### config.mk
export PLATFORM = sky130hd
export DESIGN_NAME = xbar_mport_gate
export DESIGN_NICKNAME = d
export VERILOG_FILES = /design/src/rtl/xbg_pkg.sv /design/src/rtl/xbg_capture.sv /design/src/rtl/xbg_track.sv /design/src/rtl/xbg_decide.sv /design/src/rtl/xbar_mport_gate.sv
export SDC_FILE = /design/constraint.sdc
export NUM_CORES = 1
export LEC_CHECK = 0
export ABC_CLOCK_PERIOD_IN_PS = 2600
export BUFFER_PORTS_ARGS = -buffer_cell sky130_fd_sc_hd__clkbuf_2
export CAP_MARGIN = 0
export CORE_MARGIN = 4
export CORE_UTILIZATION = 44
export CTS_BUF_LIST = sky130_fd_sc_hd__clkbuf_2 sky130_fd_sc_hd__clkbuf_4 sky130_fd_sc_hd__clkbuf_8
export DETAILED_ROUTE_END_ITERATION = 16
export GPL_TIMING_DRIVEN = 0
export PLACE_DENSITY = 0.78
export SLEW_MARGIN = 20
export SYNTH_ARGS = -nofsm -noshare
export SYNTH_HDL_FRONTEND = slang
export SYNTH_HIERARCHICAL = 1
export SYNTH_SLANG_ARGS = --single-unit
### constraint.sdc
create_clock -name clk -period 2.6 [get_ports clk]
set_input_delay 0.26 -clock clk [delete_from_list [all_inputs] [get_ports clk]]
set_output_delay 0.26 -clock clk [all_outputs]
set_load 0.1 [all_outputs]
### src/rtl/xbg_pkg.sv
package xbg_pkg;
  typedef enum logic [1:0] {
    ACT_IDLE = 2'd0,
    ACT_PASS = 2'd1,
    ACT_WAIT = 2'd2,
    ACT_HOLD = 2'd3
  } gate_act_e;
endpackage

### src/rtl/xbg_capture.sv
module xbg_capture #(
  parameter int TGT_W  = 2,
  parameter int ATTR_W = 8
) (
  input  logic              clk,
  input  logic              rst_n,
  input  logic              load,
  input  logic              clear,
  input  logic [TGT_W-1:0]  in_tgt,
  input  logic [ATTR_W-1:0] in_attr,
  output logic              held,
  output logic [TGT_W-1:0]  held_tgt,
  output logic [ATTR_W-1:0] held_attr
);
  always_ff @(posedge clk or negedge rst_n) begin
    if (!rst_n) begin
      held      <= 1'b0;
      held_tgt  <= '0;
      held_attr <= '0;
    end else if (clear) begin
      held <= 1'b0;
    end else if (load && !held) begin
      held      <= 1'b1;
      held_tgt  <= in_tgt;
      held_attr <= in_attr;
    end
  end
endmodule

### src/rtl/xbg_track.sv
module xbg_track #(
  parameter int N_SLV = 4,
  parameter int TGT_W = 2
) (
  input  logic             clk,
  input  logic             rst_n,
  input  logic             accept,
  input  logic [TGT_W-1:0] acc_tgt,
  input  logic [N_SLV-1:0] s_done,
  output logic             busy,
  output logic [TGT_W-1:0] busy_tgt
);
  logic done_hit;

  always_comb begin
    done_hit = 1'b0;
    for (int k = 0; k < N_SLV; k++) begin
      if (busy_tgt == TGT_W'(k) && s_done[k]) done_hit = 1'b1;
    end
  end

  always_ff @(posedge clk or negedge rst_n) begin
    if (!rst_n) begin
      busy     <= 1'b0;
      busy_tgt <= '0;
    end else if (accept) begin
      busy     <= 1'b1;
      busy_tgt <= acc_tgt;
    end else if (busy && done_hit) begin
      busy <= 1'b0;
    end
  end
endmodule

### src/rtl/xbg_decide.sv
module xbg_decide
  import xbg_pkg::*;
#(
  parameter int N_SLV = 4,
  parameter int TGT_W = 2
) (
  input  logic             acc_vld,
  input  logic [TGT_W-1:0] acc_tgt,
  input  logic             busy,
  input  logic [TGT_W-1:0] busy_tgt,
  input  logic [N_SLV-1:0] s_grant,
  input  logic [N_SLV-1:0] s_park,
  output logic [N_SLV-1:0] req,
  output logic             go,
  output gate_act_e        act
);
  logic             blocked;
  logic             owned;
  logic [N_SLV-1:0] own_vec;
  logic [N_SLV-1:0] sel_acc;
  logic [N_SLV-1:0] sel_busy;

  for (genvar k = 0; k < N_SLV; k++) begin : g_slv
    assign own_vec[k]  = s_grant[k] | s_park[k];
    assign sel_acc[k]  = (acc_tgt == TGT_W'(k));
    assign sel_busy[k] = (busy_tgt == TGT_W'(k));
  end

  assign blocked = busy && (busy_tgt != acc_tgt);
  assign owned   = |(own_vec & sel_acc);

  always_comb begin
    req = '0;
    act = ACT_IDLE;
    if (acc_vld && !blocked) begin
      req = sel_acc;
      act = owned ? ACT_PASS : ACT_WAIT;
    end else if (busy) begin
      req = sel_busy;
      act = ACT_HOLD;
    end
  end

  assign go = (act == ACT_PASS);
endmodule

### src/rtl/xbar_mport_gate.sv
module xbar_mport_gate
  import xbg_pkg::*;
#(
  parameter int N_SLV  = 4,
  parameter int ATTR_W = 8,
  localparam int TGT_W = (N_SLV > 1) ? $clog2(N_SLV) : 1
) (
  input  logic              clk,
  input  logic              rst_n,
  input  logic              m_valid,
  input  logic [TGT_W-1:0]  m_tgt,
  input  logic [ATTR_W-1:0] m_attr,
  output logic              m_ready,
  input  logic [N_SLV-1:0]  s_grant,
  input  logic [N_SLV-1:0]  s_park,
  input  logic [N_SLV-1:0]  s_done,
  output logic [N_SLV-1:0]  s_req,
  output logic [ATTR_W-1:0] s_attr,
  output logic              pass_en
);
  logic              held;
  logic [TGT_W-1:0]  held_tgt;
  logic [ATTR_W-1:0] held_attr;
  logic              busy;
  logic [TGT_W-1:0]  busy_tgt;
  logic              acc_vld;
  logic [TGT_W-1:0]  acc_tgt;
  logic              go;
  gate_act_e         act;

  assign acc_vld = held | m_valid;
  assign acc_tgt = held ? held_tgt : m_tgt;
  assign s_attr  = held ? held_attr : m_attr;

  xbg_capture #(.TGT_W(TGT_W), .ATTR_W(ATTR_W)) u_cap (
    .clk       (clk),
    .rst_n     (rst_n),
    .load      (m_valid && !go),
    .clear     (go),
    .in_tgt    (m_tgt),
    .in_attr   (m_attr),
    .held      (held),
    .held_tgt  (held_tgt),
    .held_attr (held_attr)
  );

  xbg_track #(.N_SLV(N_SLV), .TGT_W(TGT_W)) u_trk (
    .clk      (clk),
    .rst_n    (rst_n),
    .accept   (go),
    .acc_tgt  (acc_tgt),
    .s_done   (s_done),
    .busy     (busy),
    .busy_tgt (busy_tgt)
  );

  xbg_decide #(.N_SLV(N_SLV), .TGT_W(TGT_W)) u_dec (
    .acc_vld  (acc_vld),
    .acc_tgt  (acc_tgt),
    .busy     (busy),
    .busy_tgt (busy_tgt),
    .s_grant  (s_grant),
    .s_park   (s_park),
    .req      (s_req),
    .go       (go),
    .act      (act)
  );

  assign m_ready = go;
  assign pass_en = go && (act == ACT_PASS);
endmodule

* Word level (Yosys, flattened, before mapping)
Index checks and enable logic that the tools add are counted.
** Cells by class
- Bitwise logic cells :: 7
- Equality and inequality tests :: 8
- Mux-type cells :: 15
- Reduce and logical (&&, ||, !) cells :: 18
** Operators with widths (number)
- $logic_and 1x1->1 :: 9
- $eq 2x2->1 const B :: 4
- $mux 1 :: 8
- $mux 2 :: 4
- $mux 4 :: 2
- $mux 8 :: 1
- $eq 2x1->1 const B :: 3
- $or 1x1->1 :: 5
- $and 4x4->4 :: 1
- $logic_not 2->1 :: 2
- $reduce_bool 2->1 :: 2
- $reduce_or 4->1 :: 1
- $logic_not 1->1 :: 3
- $ne 2x2->1 :: 1
- $reduce_and 2->1 :: 1
- $not 1->1 :: 1
** Word-level totals
- Register bits :: 14
- Logic and storage cells :: 53
- Input bits :: 25
- Output and inout port bits :: 14

* Depth between registers and ports, before layout
Gate-level depths: netlist of run 1.
- Word-level depth :: 12
- Mapped depth :: 9
- Mapped depth without buffers :: 7

* By module
The synthesis of run 1 kept the hierarchy.
** Modules (own cells, without submodules)
- xbg_capture :: area each 419.2 um^2, seq. area each 275.3 um^2, cells an instance 25, instances 1
- xbar_mport_gate :: area each 178.9 um^2, seq. area each 0.0 um^2, cells an instance 14, instances 1
- xbg_decide :: area each 163.9 um^2, seq. area each 0.0 um^2, cells an instance 25, instances 1
- xbg_track :: area each 140.1 um^2, seq. area each 75.1 um^2, cells an instance 10, instances 1

* Worst setup path before layout of run 1
OpenSTA, ideal clock, no wires.
- Kind :: register to output
- Start point :: register u_cap.held
- End point :: output pass_en
- Data required time :: 2.340 ns
- Cell stages (with the launch flop) :: 6
- Path slack :: -1.437 ns
- Arrival time :: 3.777 ns
- Buffers on the path :: 1
- Path through :: dfrtp_1 > buf_6 > mux2_4 > mux4_2 > nor3_2 > and3b_1
** On the way
- Word-level cells in the longest chain between the ends :: 7
- Elaborated cells on any way between the ends :: 15
- Those cells by class :: eq/ne (5); mux (3); bitwise (2); reduce/logical (5)
** Ends and longest elaborated chain
- start, declared :: RTL line xbg_capture.sv:11 : output logic held,
- start signal, assigned :: RTL line xbg_capture.sv:17 : held <= 1'b0;
- start signal, assigned :: RTL line xbg_capture.sv:21 : held <= 1'b0;
- start signal, assigned :: RTL line xbg_capture.sv:23 : held <= 1'b1;
- $mux 2 * :: RTL line xbar_mport_gate.sv:32 : assign acc_tgt = held ? held_tgt : m_tgt;
- net acc_tgt[1] :: RTL line xbar_mport_gate.sv:27 : logic [TGT_W-1:0] acc_tgt;
- $eq 2x1->1, or another cell as far along :: RTL line xbg_decide.sv:25 : assign sel_acc[k] = (acc_tgt == TGT_W'(k));
- $and 4x4->4 or $logic_and 1x1->1 (tied branches) :: RTL line xbg_decide.sv:30, xbg_decide.sv:29
- $reduce_or 4->1 or $logic_not 1->1 (tied branches) :: RTL line xbg_decide.sv:30, xbg_decide.sv:35
- $mux 2 or $logic_and 1x1->1 (tied branches) :: RTL line xbg_decide.sv:37, xbg_decide.sv:35
- $mux 2 * :: RTL line xbg_decide.sv:35 : if (acc_vld && !blocked) begin
- $eq 2x1->1 * :: RTL line xbg_decide.sv:44 : assign go = (act == ACT_PASS);
- end, declared :: RTL line xbar_mport_gate.sv:19 : output logic pass_en
The timed path passes the listed nets; every way through them passes the cells marked *.

* Worst setup path after layout of run 1
- Start point :: register u_cap.held
- End point :: output pass_en
** On the way
- Word-level cells in the longest chain between the ends :: 7
- Elaborated cells on any way between the ends :: 15
- Those cells by class :: eq/ne (5); mux (3); bitwise (2); reduce/logical (5)
** Ends and longest elaborated chain (RTL line)
- $mux 2 * :: xbar_mport_gate.sv:32
- net acc_tgt[1] :: xbar_mport_gate.sv:27
- $eq 2x1->1, or another cell as far along :: xbg_decide.sv:25
- $and 4x4->4 or $logic_and 1x1->1 (tied branches) :: xbg_decide.sv:30, xbg_decide.sv:29
- $reduce_or 4->1 or $logic_not 1->1 (tied branches) :: xbg_decide.sv:30, xbg_decide.sv:35
- $mux 2 or $logic_and 1x1->1 (tied branches) :: xbg_decide.sv:37, xbg_decide.sv:35
- $mux 2 * :: xbg_decide.sv:35
- $eq 2x1->1 * :: xbg_decide.sv:44, xbar_mport_gate.sv:70
Marked as above.

==> results.md, run 1 <==
* Outcome: completed
* Post-Synth Adder-Cell Area at 0
* First-iteration detailed-routing DRC count at 1
* Dominant combinational cell family by area after synthesis: multiplexers
* Final worst path period share at 0.9838
* Multiplexer share of the synthesized area at 0.3592
* Minimum setup slack after placement at -0.1859 ns
* Kind of end point of the critical path: primary output
* Number of rows created at floorplan at 16
* Unrepaired setup endpoints after global routing: true
* Wire length of the first global-routing pass at 2980 µm
* Global route overflow at 0
* ANT cells at 0
* Worst-Skew Late Latency at 0.27 ns
* Average instance area after synthesis at 12.19 µm²
* Total clock sinks at 14
* Remaining routing DRC violations at 0
* Register area share after synthesis at 0.3883
* Largest net degree at the start of global routing at 15
* Die W at 53.28 µm
* EDFF count, synth at 0
* Antenna violation net count after detailed routing at 0
* Worst-case setup margin in the final layout at 0.04201 ns
* Final setup violation count at 0
* Clock buffers created by TritonCTS at 3
* Kind of start point of the critical path: flop
* I/O pins at 39
* Kind of path behind the tightest hold check: primary input to flop
* Final weighted congestion in routability-driven placement at 0.6829
* Fin Clk Skew at 0.0005168 ns
* Library cell contributing the largest single delay on the critical path: sky130_fd_sc_hd__mux4_2
* Area growth from synthesis to final layout at 40.22%
* Number of stages on the worst hold path at 2
* Post-Route Utilization at 0.6448
* Die outline height at 53.28 µm
* Headroom to the max-slew limit at 0.6378
* Vias in the first global route at 746
* Number of buffers between clock root and the deepest sink at 2
* Pins over their slew limit at 0
* Peak per-stage delay on the critical path at 0.49 ns
* Final Hold Viols at 0
* Main flop type after synthesis: sky130_fd_sc_hd__dfrtp_1
* CTS H-tree lvls at 1
* Via-per-instance ratio at 5.047
* Buffers on Ports at 38
* Routed length per placed instance at 13.17 µm
* Synth Register Bits at 14
* TritonCTS clock tree: done
* Distinct cell type count of the synthesized netlist at 28
* Die area at 2839 µm²
* Required time of the critical path at 2.34 ns
* Cells on worst reg2reg path at 9
* Number of stages on the worst setup path at 6
* Filler Cell Count at 179
* Worst setup path class: flop to primary output
* Ordered list of cells on the worst path: buf_8 > mux2_4 > mux4_2 > nor3_4 > and3b_2 > clkbuf_16
* Parity-gate share of the synthesized area counting xor and xnor cells at 0.01942
* Final period demand of the worst path at 2.558 ns
* Max-cap violation count at 0
* Detailed placement HPWL at 1509 µm
* Top achievable clock speed at 390.9 MHz
* First-pass detailed-route iteration total at 2
* Number of nets in the final layout at 149
* Share of cells above drive strength 1 at 0.6260
* Routed vias at 757
* Fraction of the mapped netlist area in compound gates at 0.06796
* Worst-path clk slew at 0.08 ns
* CP delay by family, top: multiplexers
* CP arrival at 2.30 ns
* Worst Tran Pin Value at 0.5456 ns
* WP buf/inv at 2
* Min Hold Slack at 0.2306 ns
* Area of the core at 1962 µm²
* Starting density of the core at 0.4598
* Root cell of the clock tree: sky130_fd_sc_hd__clkbuf_4
* Post-Synth Simple-Gate Area at 0.1318
* Yosys synthesis warning count at 6
* Post-synthesis instance total at 74
* Post-synth design cell area at 902.1 µm²
* Aggregate global-route resource usage at 0.1470
* Nets in the synthesized netlist at 99
* Detailed Route WL at 1975 µm
* Share of synthesized registers carrying an async set or reset at 1.000
* Antenna violations before repair at 0
* Maximum fanout along the worst path at 5
## kinds of logic after synthesis
group | Yosys count
AOI/OAI and AO/OA | 9
xor gates and xnor gates | 2
and+or+nand+nor | 20
muxes | 25
buffers and inverters | 4
DFF | 14
## placed cells by master, fill, tap and decap left out
cell                            netlist  layout
sky130_fd_sc_hd__and3b_2              0       1
sky130_fd_sc_hd__mux4_2               1       1
sky130_fd_sc_hd__nor3b_2              1       1
sky130_fd_sc_hd__inv_1                2       2
sky130_fd_sc_hd__clkbuf_8             0       1
sky130_fd_sc_hd__o31ai_2              0       2
sky130_fd_sc_hd__xnor2_1              2       2
sky130_fd_sc_hd__a31oi_1              1       1
sky130_fd_sc_hd__mux2_4               9       9
sky130_fd_sc_hd__nor2b_1              2       2
sky130_fd_sc_hd__buf_6                2       1
sky130_fd_sc_hd__o21bai_1             1       1
sky130_fd_sc_hd__nor3_4               0       1
sky130_fd_sc_hd__nor2_1               6       6
sky130_fd_sc_hd__dlygate4sd3_1        0       1
sky130_fd_sc_hd__nand2_1              2       2
sky130_fd_sc_hd__clkbuf_2             0      36
sky130_fd_sc_hd__nand2b_1             1       1
sky130_fd_sc_hd__mux2_1               2       2
sky130_fd_sc_hd__buf_8                0       1
sky130_fd_sc_hd__o21ai_2              0       1
sky130_fd_sc_hd__or3_1                1       1
sky130_fd_sc_hd__mux2i_1              2       2
sky130_fd_sc_hd__or2_1                1       1
sky130_fd_sc_hd__nand3_1              1       1
sky130_fd_sc_hd__buf_4                0       6
sky130_fd_sc_hd__clkbuf_16            0       1
sky130_fd_sc_hd__a21oi_1              1       1
sky130_fd_sc_hd__a221o_1              1       1
sky130_fd_sc_hd__o21ai_1              0       1
sky130_fd_sc_hd__a21o_1               1       1
sky130_fd_sc_hd__dfrtp_1             14      14
sky130_fd_sc_hd__nand3b_1             2       2
sky130_fd_sc_hd__clkbuf_4             0       4
sky130_fd_sc_hd__mux2_2              11      11
sky130_fd_sc_hd__and2_1               1       1
## final timing paths
| kind | startpoint | to | slack (ns) |
|---|---|---|---|
| hold reg to reg | u_cap/held_attr[7] | u_cap/held_attr[7] | 0.52 |
| max in group asynchronous | rst_n | u_trk/busy | 1.91 |
| setup / recovery | u_cap/held | pass_en | 0.04 |
| setup reg to reg | u_cap/held | u_cap/held_attr[6] | 0.08 |
| hold / removal | m_attr[7] | u_cap/held_attr[7] | 0.23 |
| min in group asynchronous | rst_n | u_cap/held_attr[3] | 0.44 |
## registers in the layout (all words and copies together) (netlist names)
register and count:
u_trk/busy 1, u_trk/busy_tgt 2, u_cap/held_tgt 2, u_cap/held 1, u_cap/held_attr 8
## synth_stat cells (2+ instances only)
| cell | count | share of area |
|---|---|---|
| sky130_fd_sc_hd__dfrtp_1 | 14 | 0.39 |
| sky130_fd_sc_hd__mux2_2 | 11 | 0.14 |
| sky130_fd_sc_hd__mux2_4 | 9 | 0.15 |
| sky130_fd_sc_hd__nor2_1 | 6 | 0.025 |
| sky130_fd_sc_hd__buf_6 | 2 | 0.025 |
| sky130_fd_sc_hd__inv_1 | 2 | 0.0083 |
| sky130_fd_sc_hd__mux2_1 | 2 | 0.025 |
| sky130_fd_sc_hd__mux2i_1 | 2 | 0.022 |
| sky130_fd_sc_hd__nand2_1 | 2 | 0.0083 |
| sky130_fd_sc_hd__nand3b_1 | 2 | 0.017 |
| sky130_fd_sc_hd__nor2b_1 | 2 | 0.014 |
| sky130_fd_sc_hd__o21ai_0 | 2 | 0.011 |
| sky130_fd_sc_hd__o31ai_1 | 2 | 0.017 |
| sky130_fd_sc_hd__xnor2_1 | 2 | 0.019 |
## routing by layer
layer  GRT usage  share of wire
met5           0              0
met4     0.06383              0
met3     0.03662          0.073
met2      0.2735           0.55
met1      0.1521           0.38
## through the flow
step	instance area (µm²)	std cells	setup TNS (ns)
6_report	1265	150	0
5_1_grt	1265	150	-0.2564
4_1_cts	1231	146	0
3_5_place_dp	1147	139	-0.8790
3_3_place_gp	1147	139	-0.6883
2_1_floorplan	923.4	74	-7.692
## layout make-up
class,count,area (µm²),share of cell area
Timing Repair Buffer,45,267.8,0.2117
Multi-Input combinational cell,56,543.0,0.4293
Sequential cell,14,350.3,0.2770
Clock buffer,4,36.28,0.02868
Tap cell,27,33.78,0.02671
Buffer,2,26.28,0.02077
Inverter,2,7.507,0.005935
## repair_timing
item	in CTS	in global routing
endpoints found under the hold margin	14	0
endpoints found under the setup margin	12	12
hold buffers	1	0
buffers inserted	2	4
pin swaps	1	2
resized for setup	4	1
Power of run 1 is left out: the tool's default activity adds up to more than one toggle a clock period on the data nets, which glitch-free logic cannot reach.
==> inputs of run 2 (changes only) <==
ABC_CLOCK_PERIOD_IN_PS = 2800   (was 2600)
BUFFER_PORTS_ARGS = not set   (was -buffer_cell sky130_fd_sc_hd__clkbuf_2)
CORE_UTILIZATION = 55   (was 44)
DONT_BUFFER_PORTS = 1   (was not set)
PLACE_DENSITY = 0.7   (was 0.78)
clock period = 2.8 ns   (was 2.6 ns; I/O delays follow)
==> run 2 against run 1 <==
Against the previous run:
- the run now ends with setup timing left
- clock-buffer cell count unchanged
- clock skew up 0.0044 ns
- hold slack worse by 0.081 ns
- sequential share of layout area up 4.9 points
- flip-flop and latch count unchanged
- critical endpoint unchanged
- cell area down 15%
- critical path depth unchanged
- utilization up 6.2 points
- global-route usage down 0.52 points
- via count down 21%
==> results.md, run 2 (same netlist as run 1, synthesis figures left out) <==
* Via-per-instance ratio at 5.863 (+16%)
* Min Hold Slack at 0.1497 ns (-0.08091 ns)
* Worst-Skew Late Latency at 0.27 ns (about the same)
* Count of non-filler cells in the finished layout at 102 (-32%)
* ANT cells at 0 (unchanged)
* Cell Count Post-Placement at 92 (-34%)
* Share of cells above drive strength 1 at 0.4767 (-0.1493)
* Die W at 48.50 µm (-9.0%)
* Commonest cells after routing, fill and taps aside: sky130_fd_sc_hd__dfrtp_1 (13), sky130_fd_sc_hd__mux2_2 (11), sky130_fd_sc_hd__mux2_4 (9)
* Final weighted congestion in routability-driven placement at 0.6762 (-0.98%)
* CTS H-tree lvls at 1 (unchanged)
* Number of nets in the final layout at 112 (-25%)
* TritonCTS clock tree: done
* Unrepaired setup endpoints after global routing: true
* Clock buffers created by TritonCTS at 3 (unchanged)
* Outcome: complete, but fails checks
* Largest net degree at the start of global routing at 15 (unchanged)
* Largest registers in the final layout: u_cap/held_attr: 8 flops, u_cap/held_tgt: 2 flops, u_trk/busy_tgt: 2 flops
* Post-route cell area at 1077 µm² (-15%)
* Register name with the most flops: u_cap/held_attr
* Detailed placement HPWL at 1259 µm (-17%)
* Final period demand of the worst path at 2.810 ns
* Number of buffers between clock root and the deepest sink at 2 (unchanged)
* Most frequent standard cell in the layout excluding fill and tap cells: sky130_fd_sc_hd__dfrtp_1
* Worst-case setup margin in the final layout at -0.01005 ns (-0.05206 ns)
* Number of rows created at floorplan at 14 (-2)
* Final worst path period share at 1.004
* Antenna violation net count after detailed routing at 0 (unchanged)
* First-pass detailed-route iteration total at 3 (+1)
* Final setup violation count at 1 (+1)
* Top achievable clock speed at 355.9 MHz
* Worst-path clk slew at 0.08 ns (about the same)
* Routed vias at 598 (-21%)
* Library cell contributing the largest single delay on the critical path: sky130_fd_sc_hd__mux4_2
* Worst setup path class: flop to primary output
* Filler Cell Count at 113 (-37%)
* Remaining routing DRC violations at 0 (unchanged)
* Maximum fanout along the worst path at 5 (unchanged)
* Die area at 2352 µm² (-17%)
* Vias in the first global route at 658 (-12%)
* Combined area of the multi-input logic cells at 566.8 µm² (+4.4%)
* First-iteration detailed-routing DRC count at 8 (+7)
* Area of the core at 1524 µm² (-22%)
* Root cell of the clock tree: sky130_fd_sc_hd__clkbuf_4
* Post-Route Utilization at 0.7069 (+0.06213)
* Kind of start point of the critical path: flop
* Max FFs per register at 8 (unchanged)
* Violated checks: setup timing
* Fin Clk Skew at 0.004870 ns (+0.004353 ns)
* Ordered list of cells on the worst path: mux2_4 > mux4_2 > nor3_4 > clkbuf_16 > buf_1 > and3b_4
* Routed length per placed instance at 16.14 µm (+23%)
* Worst Tran Pin Value at 1.097 ns (+0.5514 ns)
* Peak per-stage delay on the critical path at 0.47 ns (-0.02 ns)
* FF+latch area at 351.6 µm² (+0.36%)
* I/O pins at 39 (unchanged)
* Pins over their slew limit at 0 (unchanged)
* Total clock sinks at 14 (unchanged)
* Global route overflow at 0 (unchanged)
* Kind of end point of the critical path: primary output
* Headroom to the max-slew limit at 0.2686 (-0.3692)
* Starting density of the core at 0.5920 (+0.1321)
* Die outline height at 48.50 µm (-9.0%)
* Final Hold Viols at 0 (unchanged)
* CP arrival at 2.53 ns (+0.23 ns)
* Kind of path behind the tightest hold check: primary input to flop
* Standard cell area after detailed placement at 996.0 µm² (-13%)
* Buffers on Ports at 0 (-100%)
* Required time of the critical path at 2.52 ns (+0.18 ns)
* Aggregate global-route resource usage at 0.1418 (-0.005232)
* Max-cap violation count at 0 (unchanged)
* Detailed Route WL at 1646 µm (-17%)
* Area growth from synthesis to final layout at 19.42%
* Antenna violations before repair at 0 (unchanged)
* Wire length of the first global-routing pass at 2684 µm (-9.9%)
[run 2: worst max-delay path: cells and delay by family (launching register included)]
kind | cells | cell delay [ns]
flops | 1 | 0.45
buf+inv | 2 | 0.35
mux | 2 | 0.80
simple gates | 2 | 0.66
[run 2: per-stage QoR]
step,setup TNS (ns),worst slack (ns)
after floorplan,-4.900,-0.4962
after global placement,-7.042,-0.6295
after detailed placement,-0.2296,-0.2296
after CTS,-0.06913,-0.06913
after global routing,-0.1501,-0.1501
final,-0.01005,-0.01005
[run 2: cell type report]
cell class / instances / share of cell area
plain buffers: 1 / 0.01045
clock buffers: 4 / 0.03368
inverters: 2 / 0.006969
multi-input cells: 56 / 0.5261
flip-flops and latches: 14 / 0.3264
well taps: 16 / 0.01858
repair buffers: 9 / 0.07782
[run 2: metal layers]
| metal | routed length (µm) | GRT usage | part of all wire | vias up |
|---|---|---|---|---|
| met5 | 0 | 0 | 0 | - |
| met4 | 22 | 0.06726 | 0.013 | 0 |
| met3 | 97 | 0.03988 | 0.059 | 4 |
| met2 | 898 | 0.2522 | 0.55 | 17 |
| met1 | 628 | 0.1516 | 0.38 | 284 |
| li1 | - | - | - | 293 |
[run 2: worst paths after layout]
kind	startpoint	end	slack, ns	depth (start not counted)
setup / recovery	u_cap/held	pass_en	-0.01	6
max in group asynchronous	rst_n	u_cap/held	1.92	1
setup reg to reg	u_cap/held	u_cap/held_attr[3]	0.31	10
hold reg to reg	u_cap/held_attr[4]	u_cap/held_attr[4]	0.52	1
hold / removal	m_attr[4]	u_cap/held_attr[4]	0.15	1
min in group asynchronous	rst_n	u_cap/held_attr[7]	0.45	1
[run 2: timing repair]
action / in CTS / in global routing
pin swaps: 1 / 1
endpoints found under the hold margin: 14 / 0
resized for setup: 1 / 2
buffers inserted: 6 / 0
setup endpoints to repair: 1 / 1
hold buffers: 1 / 0
Power of run 2 is left out for the same reason.
